===== src/rtl/ldst_fwd_pkg.sv =====
package ldst_fwd_pkg;
  typedef enum logic {
    SDATA_PIPE = 1'b0,
    SDATA_WB   = 1'b1
  } sdata_src_e;
endpackage


===== src/rtl/ldst_fwd_select.sv =====
module ldst_fwd_select
  import ldst_fwd_pkg::*;
#(
  parameter int AW        = 5,
  parameter bit STORE_FWD = 1'b1
) (
  input  logic [AW-1:0] exmem_rt,
  input  logic          exmem_memwrite,
  input  logic [AW-1:0] memwb_rd,
  input  logic          memwb_regwrite,
  input  logic          memwb_memtoreg,
  output sdata_src_e    src
);
  localparam logic [AW-1:0] ZERO_REG = '0;

  generate
    if (STORE_FWD) begin : g_fwd
      logic wb_is_load, reg_hit;
      always_comb begin
        wb_is_load = memwb_regwrite && memwb_memtoreg && (memwb_rd != ZERO_REG);
        reg_hit    = exmem_memwrite && (exmem_rt == memwb_rd);
        src        = (wb_is_load && reg_hit) ? SDATA_WB : SDATA_PIPE;
      end
    end else begin : g_nofwd
      assign src = SDATA_PIPE;
    end
  endgenerate

  always_comb begin
    a_r3_no_zero_source: assert (!(src == SDATA_WB && memwb_rd == ZERO_REG))
      else $error("R3: forwarding from register 0");
  end
endmodule


===== src/rtl/ldst_store_mux.sv =====
module ldst_store_mux
  import ldst_fwd_pkg::*;
#(
  parameter int DW = 32
) (
  input  sdata_src_e    src,
  input  logic [DW-1:0] pipe_data,
  input  logic [DW-1:0] wb_data,
  output logic [DW-1:0] wdata
);
  always_comb begin
    unique case (src)
      SDATA_WB:   wdata = wb_data;
      default:    wdata = pipe_data;
    endcase
  end

  always_comb begin
    a_r2_mux_follows_sel: assert ((src == SDATA_WB) ? (wdata == wb_data) : (wdata == pipe_data))
      else $error("R2: store data mux output wrong");
  end
endmodule


===== src/rtl/ldst_hazard_detect.sv =====
module ldst_hazard_detect #(
  parameter int AW        = 5,
  parameter bit STORE_FWD = 1'b1
) (
  input  logic [AW-1:0] ifid_rs,
  input  logic [AW-1:0] ifid_rt,
  input  logic          ifid_memwrite,
  input  logic [AW-1:0] idex_rt,
  input  logic          idex_memread,
  output logic          hazard
);
  logic base_hit, data_hit, data_exempt;

  always_comb begin
    base_hit = (idex_rt == ifid_rs);
    data_hit = (idex_rt == ifid_rt);
  end

  generate
    if (STORE_FWD) begin : g_exempt
      assign data_exempt = ifid_memwrite;
    end else begin : g_classic
      assign data_exempt = 1'b0;
    end
  endgenerate

  always_comb begin
    hazard = idex_memread && (base_hit || (data_hit && !data_exempt));
  end

  always_comb begin
    a_r4_no_load_no_stall: assert (idex_memread || !hazard)
      else $error("R4: stall without a load in execute");
  end
endmodule


===== src/rtl/ldst_fwd_unit.sv =====
module ldst_fwd_unit
  import ldst_fwd_pkg::*;
#(
  parameter int AW        = 5,
  parameter int DW        = 32,
  parameter bit STORE_FWD = 1'b1
) (
  input  logic [AW-1:0] ifid_rs,
  input  logic [AW-1:0] ifid_rt,
  input  logic          ifid_memwrite,
  input  logic [AW-1:0] idex_rt,
  input  logic          idex_memread,
  input  logic [AW-1:0] exmem_rt,
  input  logic          exmem_memwrite,
  input  logic [DW-1:0] exmem_store_data,
  input  logic [AW-1:0] memwb_rd,
  input  logic          memwb_regwrite,
  input  logic          memwb_memtoreg,
  input  logic [DW-1:0] memwb_load_data,
  output logic          fwd_store_sel,
  output logic [DW-1:0] mem_write_data,
  output logic          stall,
  output logic          pc_write_en,
  output logic          ifid_write_en,
  output logic          idex_bubble
);
  sdata_src_e src;
  logic       hazard;

  ldst_fwd_select #(.AW(AW), .STORE_FWD(STORE_FWD)) u_sel (
    .exmem_rt       (exmem_rt),
    .exmem_memwrite (exmem_memwrite),
    .memwb_rd       (memwb_rd),
    .memwb_regwrite (memwb_regwrite),
    .memwb_memtoreg (memwb_memtoreg),
    .src            (src)
  );

  ldst_store_mux #(.DW(DW)) u_mux (
    .src       (src),
    .pipe_data (exmem_store_data),
    .wb_data   (memwb_load_data),
    .wdata     (mem_write_data)
  );

  ldst_hazard_detect #(.AW(AW), .STORE_FWD(STORE_FWD)) u_haz (
    .ifid_rs       (ifid_rs),
    .ifid_rt       (ifid_rt),
    .ifid_memwrite (ifid_memwrite),
    .idex_rt       (idex_rt),
    .idex_memread  (idex_memread),
    .hazard        (hazard)
  );

  always_comb begin
    fwd_store_sel = (src == SDATA_WB);
    stall         = hazard;
    pc_write_en   = !hazard;
    ifid_write_en = !hazard;
    idex_bubble   = hazard;
  end

  always_comb begin
    a_r6_base_match_stalls: assert (!(idex_memread && idex_rt == ifid_rs) || stall)
      else $error("R6: base register load-use did not stall");
    a_r8_nonstore_stalls: assert (!(idex_memread && !ifid_memwrite && idex_rt == ifid_rt) || stall)
      else $error("R8: non-store load-use did not stall");
    a_r1_fwd_needs_store_in_mem: assert (!fwd_store_sel || (exmem_memwrite && memwb_memtoreg))
      else $error("R1: forwarding without load/store pair");
    a_r9_classic_no_fwd: assert (STORE_FWD || !fwd_store_sel)
      else $error("R9: forwarding in classic variant");
  end
endmodule


===== config.mk =====
export PLATFORM = sky130hd
export DESIGN_NAME = ldst_fwd_unit
export DESIGN_NICKNAME = d
export VERILOG_FILES = /design/src/rtl/ldst_fwd_pkg.sv /design/src/rtl/ldst_fwd_select.sv /design/src/rtl/ldst_store_mux.sv /design/src/rtl/ldst_hazard_detect.sv /design/src/rtl/ldst_fwd_unit.sv
export SDC_FILE = /design/constraint.sdc
export NUM_CORES = 1
export LEC_CHECK = 0
export CAP_MARGIN = 40
export CORE_MARGIN = 4
export CORE_UTILIZATION = 30
export DETAILED_ROUTE_END_ITERATION = 7
export DONT_BUFFER_PORTS = 1
export PLACE_DENSITY_LB_ADDON = 0.25
export REMOVE_ABC_BUFFERS = 1
export SYNTH_ARGS = -nofsm -noshare
export SYNTH_HDL_FRONTEND = slang
export SYNTH_SLANG_ARGS = --single-unit

===== constraint.sdc =====
create_clock -name vclk -period 2
set_clock_uncertainty 0.15 [all_clocks]
set_input_delay 0.2 -clock vclk [all_inputs]
set_output_delay 0.2 -clock vclk [all_outputs]
set_load 0.01 [all_outputs]

[Word-level counts from Yosys, hierarchy flattened]
Cells that the tools add are included.
Word-level totals
  register bits: 0
  input port bits: 94
  output and inout port bits: 37
  logic and storage cells: 15
Cells by class
  equality and inequality tests: 3
  muxes and demuxes: 2
  reduce and logical (&&, ||, !) cells: 10
Operator list (number)
  32-bit 2-to-1 mux: 1
  5-bit equality test: 3
  1-bit logical AND: 6
  5-bit nonzero test: 1
  1-bit zero test: 2
  1-bit logical OR: 1
  1-bit 2-to-1 mux: 1

[Longest topological paths before layout]
  word-level depth: 5
  depth in mapped cells: 5
  mapped depth without buffers: 4

[By module]
A second synthesis with hierarchy kept.
Unflattened totals
  cell total of the unflattened synthesis: 64
  area total of the unflattened synthesis: 759.5 µm²
By module, submodules not included
  ldst_store_mux: instances 1, cells an instance 36, area each 544.3 µm²
  ldst_hazard_detect: instances 1, cells an instance 15, area each 117.6 µm²
  ldst_fwd_select: instances 1, cells an instance 10, area each 78.8 µm²
  ldst_fwd_unit: instances 1, cells an instance 3, area each 18.8 µm²

[Least setup slack after synthesis]
Ideal clock, no wire load.
  kind: input to output
  start point: input port exmem_rt[1]
  end point: output port mem_write_data[22]
  arrival time: 1.440 ns
  required time: 1.650 ns
  setup slack: 0.210 ns
  stages on the path: 4
  cell sequence: xor2_1 -> a2111oi_4 -> buf_6 -> mux2_4
On the way
  longest elaborated chain between the ends: 5
Ends and longest elaborated chain
  start: declaration: RTL line ldst_fwd_unit.sv:13  | input logic [AW-1:0] exmem_rt,
  5-bit equality test: RTL line ldst_fwd_select.sv:21  | reg_hit = exmem_memwrite && (exmem_rt == memwb_rd);
  1-bit logical AND: RTL line ldst_fwd_select.sv:21
  1-bit logical AND: RTL line ldst_fwd_select.sv:22  | src = (wb_is_load && reg_hit) ? SDATA_WB : SDATA_PIPE;
  1-bit 2-to-1 mux: RTL line ldst_fwd_select.sv:22
  via fwd_store_sel: RTL line ldst_fwd_unit.sv:20  | output logic fwd_store_sel,
  32-bit 2-to-1 mux: RTL line ldst_store_mux.sv:12  | unique case (src)
  end: declaration: RTL line ldst_fwd_unit.sv:21  | output logic [DW-1:0] mem_write_data,
The timed path passes the listed nets, and every way through them passes these cells.

[Worst setup path after layout]
  start point: input port memwb_rd[4]
  end point: output port mem_write_data[0]
On the way
  longest elaborated chain between the ends: 5
  elaborated cells between the ends (all ways): 7
Ends and longest elaborated chain
  start: declaration: RTL line ldst_fwd_unit.sv:16  | input logic [AW-1:0] memwb_rd,
  5-bit equality test / 5-bit nonzero test (equally long branches): RTL line ldst_fwd_select.sv:21, ldst_fwd_select.sv:20
  1-bit logical AND, on equally long branches: RTL line ldst_fwd_select.sv:21, ldst_fwd_select.sv:20
  1-bit logical AND *: RTL line ldst_fwd_select.sv:22
  1-bit 2-to-1 mux *: RTL line ldst_fwd_select.sv:22
  via fwd_store_sel: RTL line ldst_fwd_unit.sv:20
  32-bit 2-to-1 mux *: RTL line ldst_store_mux.sv:12
Mark *: on every way through the listed nets, which the timed path passes. The rest lies on a longest branch.

==> impl_summary.txt <==
----------------------------------------------------
[Logic synthesis]
  Cell count after synthesis ... 63
  Per-instance average area after synthesis ... ~12 um2
  Yosys cell types ... 14
  Largest family of logic cells by synthesized area ... multiplexers
  Most common cell in the netlist ... sky130_fd_sc_hd__mux2_4
  Synthesized-area fraction occupied by ao, oa, aoi and oai cells ... 7.119%
  Synthesized-area fraction occupied by and/or/nand/nor cells ... a little over 6%
  Adder and majority gate portion of the synthesized area ... 0%
  Number of synthesis warnings ... 0
  Total standard cell area after synthesis ... between 700 and 800 um2
  Proportion of synthesized chip area in sequential cells ... 0%
  Proportion of synthesized area in mux cells ... 63.56%
  Share of Yosys cell area claimed by the top area cell type ... 58.98%
  Top cells by area in the synthesized netlist ... sky130_fd_sc_hd__mux2_4 (59%), sky130_fd_sc_hd__xnor2_1 (14%), sky130_fd_sc_hd__buf_6 (4.6%)
  Top post-synthesis cells by count ... sky130_fd_sc_hd__mux2_4 (29), sky130_fd_sc_hd__xnor2_1 (12)
  Post-Synth XOR/XNOR Area ... 16.61%
  Library cell occupying the most area in the post-synthesis netlist ... sky130_fd_sc_hd__mux2_4

[Job]
  Max-cap violations ... 0

[GRT]
  Number of antenna violations at the first check in global routing ... 0
  First-pass GRT wire length ... 2898 um
  Number of global-route vias before repair ... 564
  Largest net degree at the start of global routing ... 27
  GRT overflow ... 0
  Total GRT Usage ... 10.49%

[Layout]
  Clock buffer instance count of the final layout ... 0
  Synthesis-to-finish area growth ... 1.864%
  Final antenna diode count ... 0
  Final-stage net count ... 156
  Sequential cell area in the final layout ... 0 um2
  Number of flip-flops and latches ... 0
  Share of layout cells above drive strength 1 ... about 62%

[Power and ir drop]
  Worst vdd ir ... 0.06503 mV
  Static leakage ... about 0.27 nW
  Post-route total power ... approximately 0.12 mW
  Power density over the cells ... 160.5 nW/um2

[Floorplanning]
  CORE AREA ... 2276 um2
  Initial Util ... 32.44%
  Die Footprint ... 3318 um2
  Die Height ... 57.61 um
  IO Pins ... 131
  Die W ... 57.61 um
  Std-Cell Rows ... 17

[Routing]
  DRT Pass-1 Iters ... 3
  Remaining number of nets flagged by the antenna check after routing ... 0
  M1 WL ... around 720 um
  Routed vias ... 496
  Max layer used ... met3
  Post-detailed-route via-to-cell ratio ... 5.636
  Met2 wirelength from detailed routing ... 1138 um
  DR WL met3 ... between 200 and 300 um
  DRC violation total after the first TritonRoute iteration ... 13
  Total DRC errors in the routed layout ... 0
  Wirelength per Cell ... 24.22 um
  Final Routed Wirelength ... 2131 um

[Critical path]
  Critical Path Start ... memwb_rd[4]
  Critical path, cell by cell ... nor2_2 > o41ai_2 > a2111oi_4 > buf_12 > mux2_2
  Worst setup path class ... in2out
  CP max stage cell ... sky130_fd_sc_hd__mux2_2
  Worst Path Arrival ... roughly 1.5 ns
  Setup crit start kind ... primary input
  Maximum fanout count along the critical path ... 26
  Largest stage delay, worst path ... 0.39 ns
  Required time of the critical path ... ~1.7 ns
  Kind of end point of the critical path ... output pin

[Min path]
  Hold Path Origin ... idex_memread
  Worst hold path type ... in2out

[STA]
  Highest achievable clock rate ... 555.4 MHz
  Unrepaired setup endpoints after global routing ... no
  Final period utilization ... 90.02%
  Number of setup violations in the final report ... 0
  Sum of negative setup slack ... 0 ns
  Tightest Pin Transition ... 0.3448 ns
  Final worst path period need ... between 1.5 and 2 ns
  Final number of hold-violating endpoints ... 0
  Normalized max-slew margin ... 76.76%
  Count of final max-slew check failures ... 0

[Clock network]
  # Post-CTS Setup Buffers ... 0
  PostCTS Resize Cnt ... 0
  Hold_buf cts ... 0

[Place]
  Gpl congestion ... 0.7051
  Port Buf Inserts ... 0

[Outcome]
  Status ... finished, final reports clean

----------------------------------------------------
[layout by cell type, fill, tap and decap left out, types with 2 or more instances in the layout]
cell                      instances
sky130_fd_sc_hd__nand3_1          3
sky130_fd_sc_hd__xnor2_1         12
sky130_fd_sc_hd__mux2_4          29
sky130_fd_sc_hd__mux2_2           3
sky130_fd_sc_hd__xor2_1           2
sky130_fd_sc_hd__nand2_1          3
[metrics by stage]
step	worst slack, ns	cells	instance area, um2	hold WS (ns)	utilization (%)
2_1_floorplan	-1.097	58	689.4	0.3666	-
3_3_place_gp	0.2136	88	752.0	0.3762	33.04
3_5_place_dp	0.2008	88	752.0	0.3743	33.04
4_1_cts	0.1925	88	752.0	0.3743	33.04
5_1_grt	0.1059	88	752.0	0.3880	33.04
6_report	0.1996	88	752.0	0.3729	33.04
[per-layer routing]
layer,vias up,global-route usage (%)
met1,222,13.76
li1,224,-
met2,50,18.06
met5,-,0
met3,0,2.941
met4,0,0
[cell type report]
| cell class | instances | area [um2] |
|---|---|---|
| repair buffers | 2 | 27.53 |
| multi-input cells | 58 | 689.4 |
| well taps | 28 | 35.03 |
| fillers | 230 | 1524 |
[worst max-delay path, delay by kind of cell]
kind / cells / cell delay, ns
multiplexers: 1 / 0.39
AO/OA/AOI/OAI: 2 / 0.48
AND/OR/NAND/NOR: 1 / 0.11
buffers and inverters: 1 / 0.26
[where the power goes]
group	switching (mW)	total, mW	internal [mW]
logic	0.0512	0.121	0.0695
registers	0	0	0
clock network	0	0	0
total	0.0512	0.121	0.0695
[path summary, 6_finish.rpt]
kind,to,cells after the start
max,mem_write_data[0],5
min,pc_write_en,1
[logic make-up (layout without fill, tap and decap cells)]
kind of cell / Yosys count / count (layout)
mux: 32 / 32
buf+inv: 5 / 2
compound gates: 3 / 3
xor+xnor: 14 / 14
simple gates: 9 / 9
Power figures use the tool's default switching activity.
